File: src/rtl/msgbuf_pkg.sv
package msgbuf_pkg;

    localparam int unsigned CHAR_W     = 8;
    localparam logic [7:0]  CH_REWIND  = 8'h0D;
    localparam logic [7:0]  CH_BLANK   = 8'h1B;
    localparam logic [7:0]  CH_SPACE   = 8'h20;

    typedef enum logic [1:0] {
        CMD_HOLD,
        CMD_STORE,
        CMD_REWIND,
        CMD_BLANK
    } cmd_e;

    localparam int unsigned          PRESET_LEN  = 16;
    localparam logic [8*PRESET_LEN-1:0] PRESET_TEXT = "MSG BUFFER READY";

    // Character of the power-up/reset message at a position; blank past its end.
    function automatic logic [7:0] preset_char(input int unsigned idx);
        if (idx < PRESET_LEN)
            return PRESET_TEXT[8*(PRESET_LEN-1-idx) +: 8];
        else
            return CH_SPACE;
    endfunction

endpackage

File: src/rtl/msgbuf_decode.sv
module msgbuf_decode
    import msgbuf_pkg::*;
(
    input  logic        valid_i,
    input  logic [7:0]  byte_i,
    output cmd_e        cmd_o
);

    always_comb begin
        if (!valid_i) begin
            cmd_o = CMD_HOLD;
        end else begin
            unique case (byte_i)
                CH_REWIND: cmd_o = CMD_REWIND;
                CH_BLANK:  cmd_o = CMD_BLANK;
                default:   cmd_o = CMD_STORE;
            endcase
        end
    end

endmodule

File: src/rtl/msgbuf_ctrl.sv
module msgbuf_ctrl
    import msgbuf_pkg::*;
#(
    parameter int unsigned DEPTH = 16,
    localparam int unsigned PTR_W = $clog2(DEPTH)
) (
    input  logic             clk_i,
    input  logic             rst_i,
    input  cmd_e             cmd_i,
    output logic [PTR_W-1:0] wr_ptr_o,
    output logic             wr_en_o,
    output logic             clr_en_o,
    output logic             upd_o
);

    localparam logic [PTR_W-1:0] LAST = PTR_W'(DEPTH - 1);

    logic [PTR_W-1:0] ptr_q;
    logic [PTR_W-1:0] ptr_d;
    logic             upd_d;

    always_comb begin
        ptr_d = ptr_q;
        upd_d = 1'b0;
        unique case (cmd_i)
            CMD_HOLD:   ptr_d = ptr_q;
            CMD_STORE: begin
                ptr_d = (ptr_q == LAST) ? '0 : ptr_q + 1'b1;
                upd_d = 1'b1;
            end
            CMD_REWIND: ptr_d = '0;
            CMD_BLANK: begin
                ptr_d = '0;
                upd_d = 1'b1;
            end
            default:    ptr_d = ptr_q;
        endcase
    end

    always_ff @(posedge clk_i) begin
        if (rst_i) begin
            ptr_q <= '0;
            upd_o <= 1'b0;
        end else begin
            ptr_q <= ptr_d;
            upd_o <= upd_d;
        end
    end

    assign wr_ptr_o = ptr_q;
    assign wr_en_o  = (cmd_i == CMD_STORE);
    assign clr_en_o = (cmd_i == CMD_BLANK);

endmodule

File: src/rtl/msgbuf_store.sv
module msgbuf_store
    import msgbuf_pkg::*;
#(
    parameter int unsigned DEPTH = 16,
    localparam int unsigned PTR_W = $clog2(DEPTH)
) (
    input  logic             clk_i,
    input  logic             rst_i,
    input  logic             wr_en_i,
    input  logic             clr_en_i,
    input  logic [PTR_W-1:0] wr_ptr_i,
    input  logic [7:0]       wr_data_i,
    input  logic [PTR_W-1:0] rd_idx_i,
    output logic [7:0]       rd_data_o
);

    logic [7:0]       cells [DEPTH];
    logic [DEPTH-1:0] hit;

    for (genvar g = 0; g < DEPTH; g++) begin : g_sel
        assign hit[g] = wr_en_i && (wr_ptr_i == PTR_W'(g));
    end

    initial begin
        for (int i = 0; i < DEPTH; i++) cells[i] = preset_char(i);
    end

    always_ff @(posedge clk_i) begin
        for (int i = 0; i < DEPTH; i++) begin
            if (rst_i)
                cells[i] <= preset_char(i);
            else if (clr_en_i)
                cells[i] <= CH_SPACE;
            else if (hit[i])
                cells[i] <= wr_data_i;
        end
    end

    assign rd_data_o = cells[rd_idx_i];

endmodule

File: src/rtl/msgbuf_writer.sv
module msgbuf_writer
    import msgbuf_pkg::*;
#(
    parameter int unsigned DEPTH = 16,
    localparam int unsigned PTR_W = $clog2(DEPTH)
) (
    input  logic             clk_i,
    input  logic             rst_i,
    input  logic             rx_valid_i,
    input  logic [7:0]       rx_byte_i,
    input  logic [PTR_W-1:0] rd_idx_i,
    output logic [7:0]       rd_char_o,
    output logic             upd_o
);

    cmd_e             cmd;
    logic [PTR_W-1:0] wr_ptr;
    logic             wr_en;
    logic             clr_en;

    msgbuf_decode u_decode (
        .valid_i (rx_valid_i),
        .byte_i  (rx_byte_i),
        .cmd_o   (cmd)
    );

    msgbuf_ctrl #(.DEPTH(DEPTH)) u_ctrl (
        .clk_i    (clk_i),
        .rst_i    (rst_i),
        .cmd_i    (cmd),
        .wr_ptr_o (wr_ptr),
        .wr_en_o  (wr_en),
        .clr_en_o (clr_en),
        .upd_o    (upd_o)
    );

    msgbuf_store #(.DEPTH(DEPTH)) u_store (
        .clk_i     (clk_i),
        .rst_i     (rst_i),
        .wr_en_i   (wr_en),
        .clr_en_i  (clr_en),
        .wr_ptr_i  (wr_ptr),
        .wr_data_i (rx_byte_i),
        .rd_idx_i  (rd_idx_i),
        .rd_data_o (rd_char_o)
    );

endmodule

File: config.mk
export PLATFORM = sky130hd
export DESIGN_NAME = msgbuf_writer
export DESIGN_NICKNAME = d
export VERILOG_FILES = /design/src/rtl/msgbuf_pkg.sv /design/src/rtl/msgbuf_decode.sv /design/src/rtl/msgbuf_ctrl.sv /design/src/rtl/msgbuf_store.sv /design/src/rtl/msgbuf_writer.sv
export SDC_FILE = /design/constraint.sdc
export NUM_CORES = 1
export LEC_CHECK = 0
export BUFFER_PORTS_ARGS = -buffer_cell sky130_fd_sc_hd__buf_2
export CORE_UTILIZATION = 55
export DETAILED_ROUTE_END_ITERATION = 6
export PLACE_DENSITY_LB_ADDON = 0.3
export REMOVE_ABC_BUFFERS = 1
export SLEW_MARGIN = 20
export SYNTH_ARGS = -nofsm -noshare
export SYNTH_HDL_FRONTEND = slang
export SYNTH_HIERARCHICAL = 1
export SYNTH_SLANG_ARGS = --single-unit
export TNS_END_PERCENT = 5
File: constraint.sdc
create_clock -name clk_i -period 2.85 [get_ports clk_i]
set_input_delay 0.1425 -clock clk_i [delete_from_list [all_inputs] [get_ports clk_i]]
set_output_delay 0.1425 -clock clk_i [all_outputs]
set_load 0.02 [all_outputs]
* After elaboration in Yosys (flattened, before gate mapping)
Memory sizes are Yosys's and may differ from the RTL's.
Index checks and enable logic that the tools add are counted.
** Storage, ports and cells
- RAM bits :: 128
- Flip-flop bits (word level) :: 5
- Memories kept :: 1
** Memories
- u_store.cells :: depth 16, bits a word 8, rd ports 1, clocked after memory_dff 0, wr ports 16, line msgbuf_store.sv:17 : logic [7:0] cells [DEPTH];
** Cells by class
- Mux-type cells :: 118
- Bitwise gates (word level) :: 32
- Eq/ne operators :: 20
- Add/subtract/negate cells :: 1
- Reductions and logical operators :: 20
** Operator list (count)
- $mux W8 :: 44
- $mux W1 :: 70
- $eq A4 B4 Y1 const B :: 8
- $or A1 B1 Y1 :: 32
- $eq A4 B3 Y1 const B :: 4
- $logic_and A1 B1 Y1 :: 16
- $eq A4 B2 Y1 const B :: 2
- $eq A8 B4 Y1 const B :: 1
- $eq A8 B5 Y1 const B :: 1
- $pmux W4 S2 :: 1
- $add A4 B1 Y4 const B :: 1
- $eq A2 B2 Y1 const B :: 2
- $eq A4 B1 Y1 const B :: 1
- $logic_not A4 Y1 :: 1
- $mux W4 :: 1
- $pmux W2 S2 :: 1
- $reduce_or A2 Y1 :: 2
- $eq A2 B1 Y1 const B :: 1
- $logic_not A2 Y1 :: 1
- $mux W2 :: 1

* Logic depth before layout (Yosys ltp)
Gate-level depths: netlist of the first run.
- Word-level depth :: 10
- Depth in mapped cells :: 9
- Mapped depth without buffers :: 7

* By module
Netlist of the first run, hierarchy kept.
** By module, submodules not included
- msgbuf_store :: cells each 420, area an instance 5929.4 um^2, instances 1
- msgbuf_ctrl :: cells each 25, area an instance 236.5 um^2, instances 1
- msgbuf_decode :: cells each 8, area an instance 62.6 um^2, instances 1

* Least setup slack after synthesis of the first run
Ideal clock, no wire load.
- Kind :: input to register
- Start point :: input rx_byte_i[5]
- End point :: memory u_store.cells[0][0], enable pin
- Cell stages on the path :: 9
- Buffers on the path :: 3
- Setup slack :: 0.212 ns
- Required time :: 2.466 ns
- Arrival time :: 2.254 ns
- Cells stage by stage :: nor4b_4 -> a31oi_1 -> buf_4 -> and2_1 -> nor2_2 -> buf_2 -> nand4bb_1 -> clkbuf_1 -> o21ai_0
** RTL lines
- start: declaration :: line msgbuf_writer.sv:10 : input logic [7:0] rx_byte_i,
- end: declaration :: line msgbuf_store.sv:17

==> results.txt, run 1 <==
Chip height - 108 microns
Critical hold path startpoint - rx_byte_i[5]
Worst R2R Start - u_ctrl/wr_ptr_o[0]
I/O pins - 24
Primary FF master, synth - edfxtp_1
Final critical-path required period - 2.32 ns
Post-DRT Antenna Nets - 0
First-pass GRT wire length - 24,500 microns
Final WS setup - 0.527 ns
Req. time, crit path - 2.97 ns
Crit path from - rx_byte_i[2]
Syn Inst Count - 453
Nets - 510
WS Path Type - in -> reg
Worst IR Drop VDD - 405 uV
Postcts setup bufs - 0
Wirelength per Cell - 25.3 microns
Std cell rows - 38
Routed vias - 4,293
Final period util - 81.5%
Slowest stage delay, CP - 0.47 ns
Register clock-pin slew on the reported worst setup and hold paths - 0.06 ns
Cts repair resizes - 0
RSZ-0062 raised after global routing - false
Initial Utilization - 57.0%
Most used cell along the critical path - o21ai_0
FFs w/ async S/R, synth - 0%
Crit-path max FO - 13
Critical Path Source Type - primary input
H-tree depth - 4
Share of layout cells above drive strength 1 - 22.9%
Clk_skew - 0.00767 ns
Final slew viol count - 0
Pleak - 2.51 nW
# port buffers - 23
Final hold vios - 0
Dpl hpwl - 11,000 microns
Critical path arrival - 2.44 ns
Total power - 5.10 mW
Met3 WL - 1910 microns
Sequential area share after synthesis - 63.3%
Fill cell count - 752
Initial drt markers - 709
Post-CTS Hold Fix Bufs - 1
Die area - 11,800 sq um
GR Overflow Total - 0
Slowest stage cell, crit path - nand4_1
GRT Total Usage - 30.1%
Max-cap viol count - 0
Synth Register Bits - 133
Root Buffer - clkbuf_16
Met1 wire length - 6240 microns
Clk buf depth - 2
Non-filler instance count after layout - 647
DRT Wirelength - 16,400 microns
Initial antenna violation count - 0
Total clock sinks - 133
Die W - 108 microns
Slew HR - 42.3%
Synth Area per Inst - 13.7 sq um
Worst slew pin tran - 0.863 ns
Max layer used - met4
Hold WC Path Type - in -> reg
Post-Place Worst Slack - 0.115 ns
DRC - 0
Final Setup Violations - 0
Status - complete, no violations
Power density cells - 699 nW/um^2
Largest net degree at the start of global routing - 41
Core area - 10,900 sq um
CTS tree - yes
EDFF count, synth - 128
Vias in the first global route - 4,171
Setup TNS - 0 ns
Met2 Routed Length - 7820 microns
Cell variety after synth - 45
GP Congestion - 0.856
Final hold slack - 0.158 ns
YS warnings - 6
FMAX - 430 MHz
Drt pass-1 iters - 5
Synthesized cell area - 6230 sq um
Worst skew pair latency - 0.42 ns
Vias/cell - 6.64
Total clock buffers created by CTS - 17
Syn-to-layout area delta - 17.2%
CP cell instances - buf_2 -> and3b_1 -> o21ai_0 -> nor2_1 -> and2_1 -> nor2_2 -> nand4_1 -> o21ai_0 -> buf_4
Crit path capture type - register
DP Cell Count - 614
Antenna cells - 0
worst max-delay path, delay by kind of cell:
family	cells	cell delay, ns
AO/OA/AOI/OAI	2	0.52
buffers and inverters	2	0.41
AND/OR/NAND/NOR	5	1.36
flip-flops by register name (all words and copies together), names as in the netlist:
register	flops
u_ctrl/upd_o	1
u_ctrl/wr_ptr_o	4
u_store/cells	128
report_power, final:
part / internal (mW) / switching (mW)
Sequential: 2.21 / 0.0253
Combinational: 0.143 / 0.255
Clock: 1.66 / 0.804
final timing paths:
check / to / slack (ns) / cells after the start
hold / removal: u_store/cells[3][5] / 0.16 / 2
hold reg to reg: u_ctrl/wr_ptr_o[0] / 0.68 / 2
setup / recovery: u_store/cells[13][7] / 0.53 / 9
setup reg to reg: u_store/cells[5][1] / 0.86 / 3
cells in the final DEF (no fill, tap or decap), drive strengths merged, types with 2 or more instances in the layout:
| cell type | count |
|---|---|
| bufinv | 6 |
| o31a | 4 |
| or3 | 3 |
| edfxtp | 128 |
| nor2b | 6 |
| mux4 | 32 |
| and4b | 2 |
| nand2b | 4 |
| a31oi | 12 |
| clkinv | 4 |
| clkbuf | 19 |
| clkinvlp | 2 |
| o21ai | 32 |
| a211oi | 2 |
| nor3 | 13 |
| nand4b | 2 |
| dfxtp | 5 |
| buf | 60 |
| inv | 5 |
| a21oi | 30 |
| and2 | 3 |
| a22oi | 16 |
| nand2 | 32 |
| nor2 | 66 |
| and3 | 4 |
cell usage after synthesis, drive strengths merged (2+ instances only):
master | count | share of area, %
dfxtp | 5 | 1.6
nand2 | 32 | 2.0
a22oi | 16 | 1.9
mux4 | 32 | 12
nor3 | 13 | 1.0
or3 | 3 | 0.30
nor2b | 6 | 0.60
nand2b | 4 | 0.40
inv | 4 | 0.24
a21oi | 30 | 2.4
nand4b | 2 | 0.28
a31oi | 12 | 1.2
and2 | 3 | 0.30
o31a | 4 | 0.56
and3 | 4 | 0.40
a211oi | 2 | 0.32
and4b | 2 | 0.32
clkdlybuf4s25 | 3 | 0.48
edfxtp | 128 | 62
nor2 | 66 | 4.0
buf | 11 | 1.2
o21ai | 32 | 2.6
clkbuf | 25 | 1.5
per-stage QoR:
stage	util, %	cell area (sq um)
5_1_grt	66.7	7300
4_1_cts	66.7	7300
3_5_place_dp	60.5	6620
2_1_floorplan	-	6030
3_3_place_gp	60.5	6620
6_report	66.7	7300
cells by family after synthesis:
kind of cell             count (synthesis)  share of synthesized area, %
buffers and inverters                   43                          3.48
flip-flops                             133                          63.3
adder cells (fa/ha/maj)                  1                         0.201
multiplexers                            33                          12.6
XOR/XNOR                                 1                         0.141
AO/OA/AOI/OAI                           96                          9.00
AND/OR/NAND/NOR                        146                          11.3
metal layers:
layer | GRT usage, % | up-vias
li1 | - | 1830
met1 | 40.5 | 2085
met2 | 45.6 | 334
met3 | 9.16 | 44
met4 | 12.6 | 0
met5 | 0 | -
layout make-up:
type,count,area (sq um),area share [%]
Tap cell,140,175,2.40
Inverter,4,15.0,0.206
Clock buffer,19,443,6.07
Multi-Input combinational cell,277,2080,28.5
Clock inverter,13,228,3.12
Sequential cell,133,3940,54.0
Timing Repair Buffer,61,415,5.69
Note: power is estimated with default switching activity, not from simulation.
==> inputs of run 2 (changes only) <==
--- a/config.mk
+++ b/config.mk
@@ -5,6 +5,7 @@
 export SDC_FILE = /design/constraint.sdc
 export NUM_CORES = 1
 export LEC_CHECK = 0
+export ABC_AREA = 1
 export BUFFER_PORTS_ARGS = -buffer_cell sky130_fd_sc_hd__buf_2
 export CORE_UTILIZATION = 55
 export DETAILED_ROUTE_END_ITERATION = 6
==> constraint.sdc (replaced) <==
create_clock -name clk_i -period 2.08 [get_ports clk_i]
set_input_delay 0.104 -clock clk_i [delete_from_list [all_inputs] [get_ports clk_i]]
set_output_delay 0.104 -clock clk_i [all_outputs]
set_load 0.02 [all_outputs]
==> run 2 against run 1 <==
  * Sequential share of layout area down 3.3 points
  * Critical path type unchanged
  * Count of clock-buffer cells in the layout down 1
  * Clock skew down 0.0012 ns
  * Die area up 8.1%
  * First-iteration DRC count down 18%
  * Combinational power up 45%
  * Largest power group is now registers
  * Critical endpoint is now u_store/cells[4][2]
  * Total power up 28%
  * Synthesized cell count up 74%
  * Sequential power up 37%
==> results.txt, run 2 <==
Max-cap viol count - 0 (unchanged)
Core area - 12,000 sq um (was 10,900 sq um)
Hold WC Path Type - in -> reg (unchanged)
Crit path capture type - register (unchanged)
Post-Place Worst Slack - 0.0379 ns (was 0.115 ns)
GR Overflow Total - 0 (unchanged)
Total clock buffers created by CTS - 17 (unchanged)
Top-count cell post-synth - nand2_1 (was edfxtp_1)
Slew HR - 51.9% (was 42.3%)
Total clock sinks - 133 (unchanged)
Pleak - 3.59 nW (was 2.51 nW)
Sequential area share after synthesis - 58.5% (was 63.3%)
Cell Area, Placed - 7180 sq um (was 6620 sq um)
WS Path Type - in -> reg (unchanged)
Initial antenna violation count - 0 (unchanged)
DRT Wirelength - 16,700 microns (was 16,400 microns)
Final hold slack - 0.117 ns (was 0.158 ns)
Final period util - 80.3%
FMAX - 598 MHz
Worst skew pair latency - 0.42 ns (about the same)
Root Buffer - clkbuf_16 (unchanged)
Cell variety after synth - 23 (was 45)
Non-filler instance count after layout - 991 (was 647)
Routed vias - 5,408 (was 4,293)
H-tree depth - 4 (unchanged)
Final critical-path required period - 1.67 ns
Vias/cell - 5.46 (was 6.64)
GP Congestion - 0.889 (was 0.856)
Synth area leaders - edfxtp_1, nand2_1, nand3_1, inv_1, nor2_1 (was edfxtp_1, mux4_2, mux4_1, nor2_1, o21ai_0)
Worst slew pin tran - 0.720 ns (was 0.863 ns)
Synthesized cell area - 6740 sq um (was 6230 sq um)
Req. time, crit path - 2.16 ns (was 2.97 ns)
Commonest cells after routing, fill and taps aside - nand2_1, edfxtp_1, inv_1 (was edfxtp_1, nor2_1, buf_4)
Most flops, register - u_store/cells (unchanged)
Initial drt markers - 583 (was 709)
I/O pins - 24 (unchanged)
Antenna cells - 0 (unchanged)
Share of layout cells above drive strength 1 - 13.4% (was 22.9%)
Primary FF master, synth - edfxtp_1 (unchanged)
Syn-to-layout area delta - 15.2% (was 17.2%)
Commonest non-fill, non-tap cell in the layout - nand2_1 (was edfxtp_1)
Cts repair resizes - 0 (unchanged)
Clk_skew - 0.00649 ns (was 0.00767 ns)
Final slew viol count - 0 (unchanged)
Area share of the largest cell type after synthesis - 57.0% (was 61.7%)
FFs w/ async S/R, synth - 0% (unchanged)
Power density cells - 840 nW/um^2 (was 699 nW/um^2)
Nets - 847 (was 510)
Die area - 12,700 sq um (was 11,800 sq um)
Die W - 113 microns (was 108 microns)
Largest register FFs - 128 (unchanged)
Yosys top cell by area - edfxtp_1 (unchanged)
Setup TNS - 0 ns (unchanged)
Chip height - 113 microns (was 108 microns)
Synth Register Bits - 133 (unchanged)
Final Setup Violations - 0 (unchanged)
Final hold vios - 0 (unchanged)
Post-DRT Antenna Nets - 0 (unchanged)
Clk buf depth - 2 (unchanged)
Syn Inst Count - 788 (was 453)
Synth Area per Inst - 8.56 sq um (was 13.7 sq um)
Status - complete, no violations (unchanged)
RSZ-0062 raised after global routing - false (unchanged)
Drt pass-1 iters - 5 (unchanged)
Wirelength per Cell - 16.9 microns (was 25.3 microns)
Largest net degree at the start of global routing - 65 (was 41)
Critical Path Source Type - primary input (unchanged)
Util after Layout - 64.9% (was 66.7%)
Worst IR Drop VDD - 534 uV (was 405 uV)
Vias in the first global route - 5,259 (was 4,171)
DRC - 0 (unchanged)
Total power - 6.52 mW (was 5.10 mW)
Critical path arrival - 1.75 ns (was 2.44 ns)
Std cell rows - 40 (was 38)
Dpl hpwl - 11,100 microns (was 11,000 microns)
First-pass GRT wire length - 26,700 microns (was 24,500 microns)
YS warnings - 6 (unchanged)
Register clock-pin slew on the reported worst setup and hold paths - 0.05 ns (was 0.06 ns)
Initial Utilization - 56.4% (was 57.0%)
Finished Cell Area - 7770 sq um (was 7300 sq um)
Commonest cells in the netlist - nand2_1, edfxtp_1, inv_1 (was edfxtp_1, nor2_1, nand2_1, o21ai_0, a21oi_1)
EDFF count, synth - 128 (unchanged)
CTS tree - yes (unchanged)
# port buffers - 23 (unchanged)
Final WS setup - 0.409 ns (was 0.527 ns)
Crit-path max FO - 8 (was 13)
GRT Total Usage - 28.5% (was 30.1%)
DP Cell Count - 957 (was 614)
==> run 2: cell types whose count changed in the layout (fill, tap and decap cells not counted), moves of 18 or more <==
| cell | change |
|---|---|
| inv_1 | +121 |
| mux4_2 | -18 |
| a21oi_1 | -26 |
| o21ai_0 | +25 |
| nand3_1 | +99 |
| nand2_1 | +189 |
==> run 2: cell type report <==
type                            instances  area, sq um
Multi-Input combinational cell        489         2160
Fill cell                             954         4190
Clock buffer                           18          429
Timing Repair Buffer                   59          415
Tap cell                              147          184
Sequential cell                       133         3940
Clock inverter                         14          141
Inverter                              131          492
==> run 2: per-layer routing <==
| layer | vias to the layer above | share of wire (%) | global-route usage (%) |
|---|---|---|---|
| met2 | 262 | 47 | 45.5 |
| met5 | - | 0 | 0 |
| li1 | 2610 | - | - |
| met3 | 41 | 9.1 | 5.68 |
| met4 | 0 | 3.3 | 14.7 |
| met1 | 2495 | 41 | 37.4 |
==> run 2: cells by family after synthesis <==
kind of cell,synth area share (%)
and+or+nand+nor,26.8
buffers and inverters,9.46
DFF,58.5
AOI/OAI and AO/OA,5.06
adders and majority gates,0.185
==> run 2: report_power, final <==
part / internal, mW / leakage (nW) / total (mW) / switching [mW]
sequential: 3.03 / 1.26 / 3.06 / 0.0342
combinational: 0.162 / 2.05 / 0.577 / 0.415
clock: 1.85 / 0.282 / 2.88 / 1.03
total: 5.04 / 3.59 / 6.52 / 1.48
==> run 2: timing repair <==
item | in CTS | in global routing
hold buffers | 2 | 0
buffers inserted | 0 | 0
hold endpoints to repair | 5 | 0
==> run 2: path summary, 6_finish.rpt <==
kind	from	endpoint	slack (ns)	cells past startpoint
hold / removal	rx_valid_i	u_ctrl/upd_o	0.12	5
hold reg to reg	u_ctrl/wr_ptr_o[3]	u_ctrl/wr_ptr_o[3]	0.57	2
setup reg to reg	u_ctrl/wr_ptr_o[2]	u_store/cells[4][2]	0.43	4
setup / recovery	rst_i	u_store/cells[4][2]	0.41	7
==> run 2: critical path, cell delays in order <==
cell and delay (ns):
dlygate4sd3_1 0.54, buf_2 0.18, nor2_4 0.16, nand2_4 0.11, nor2_4 0.19, nand2_2 0.14
nand2_1 0.31
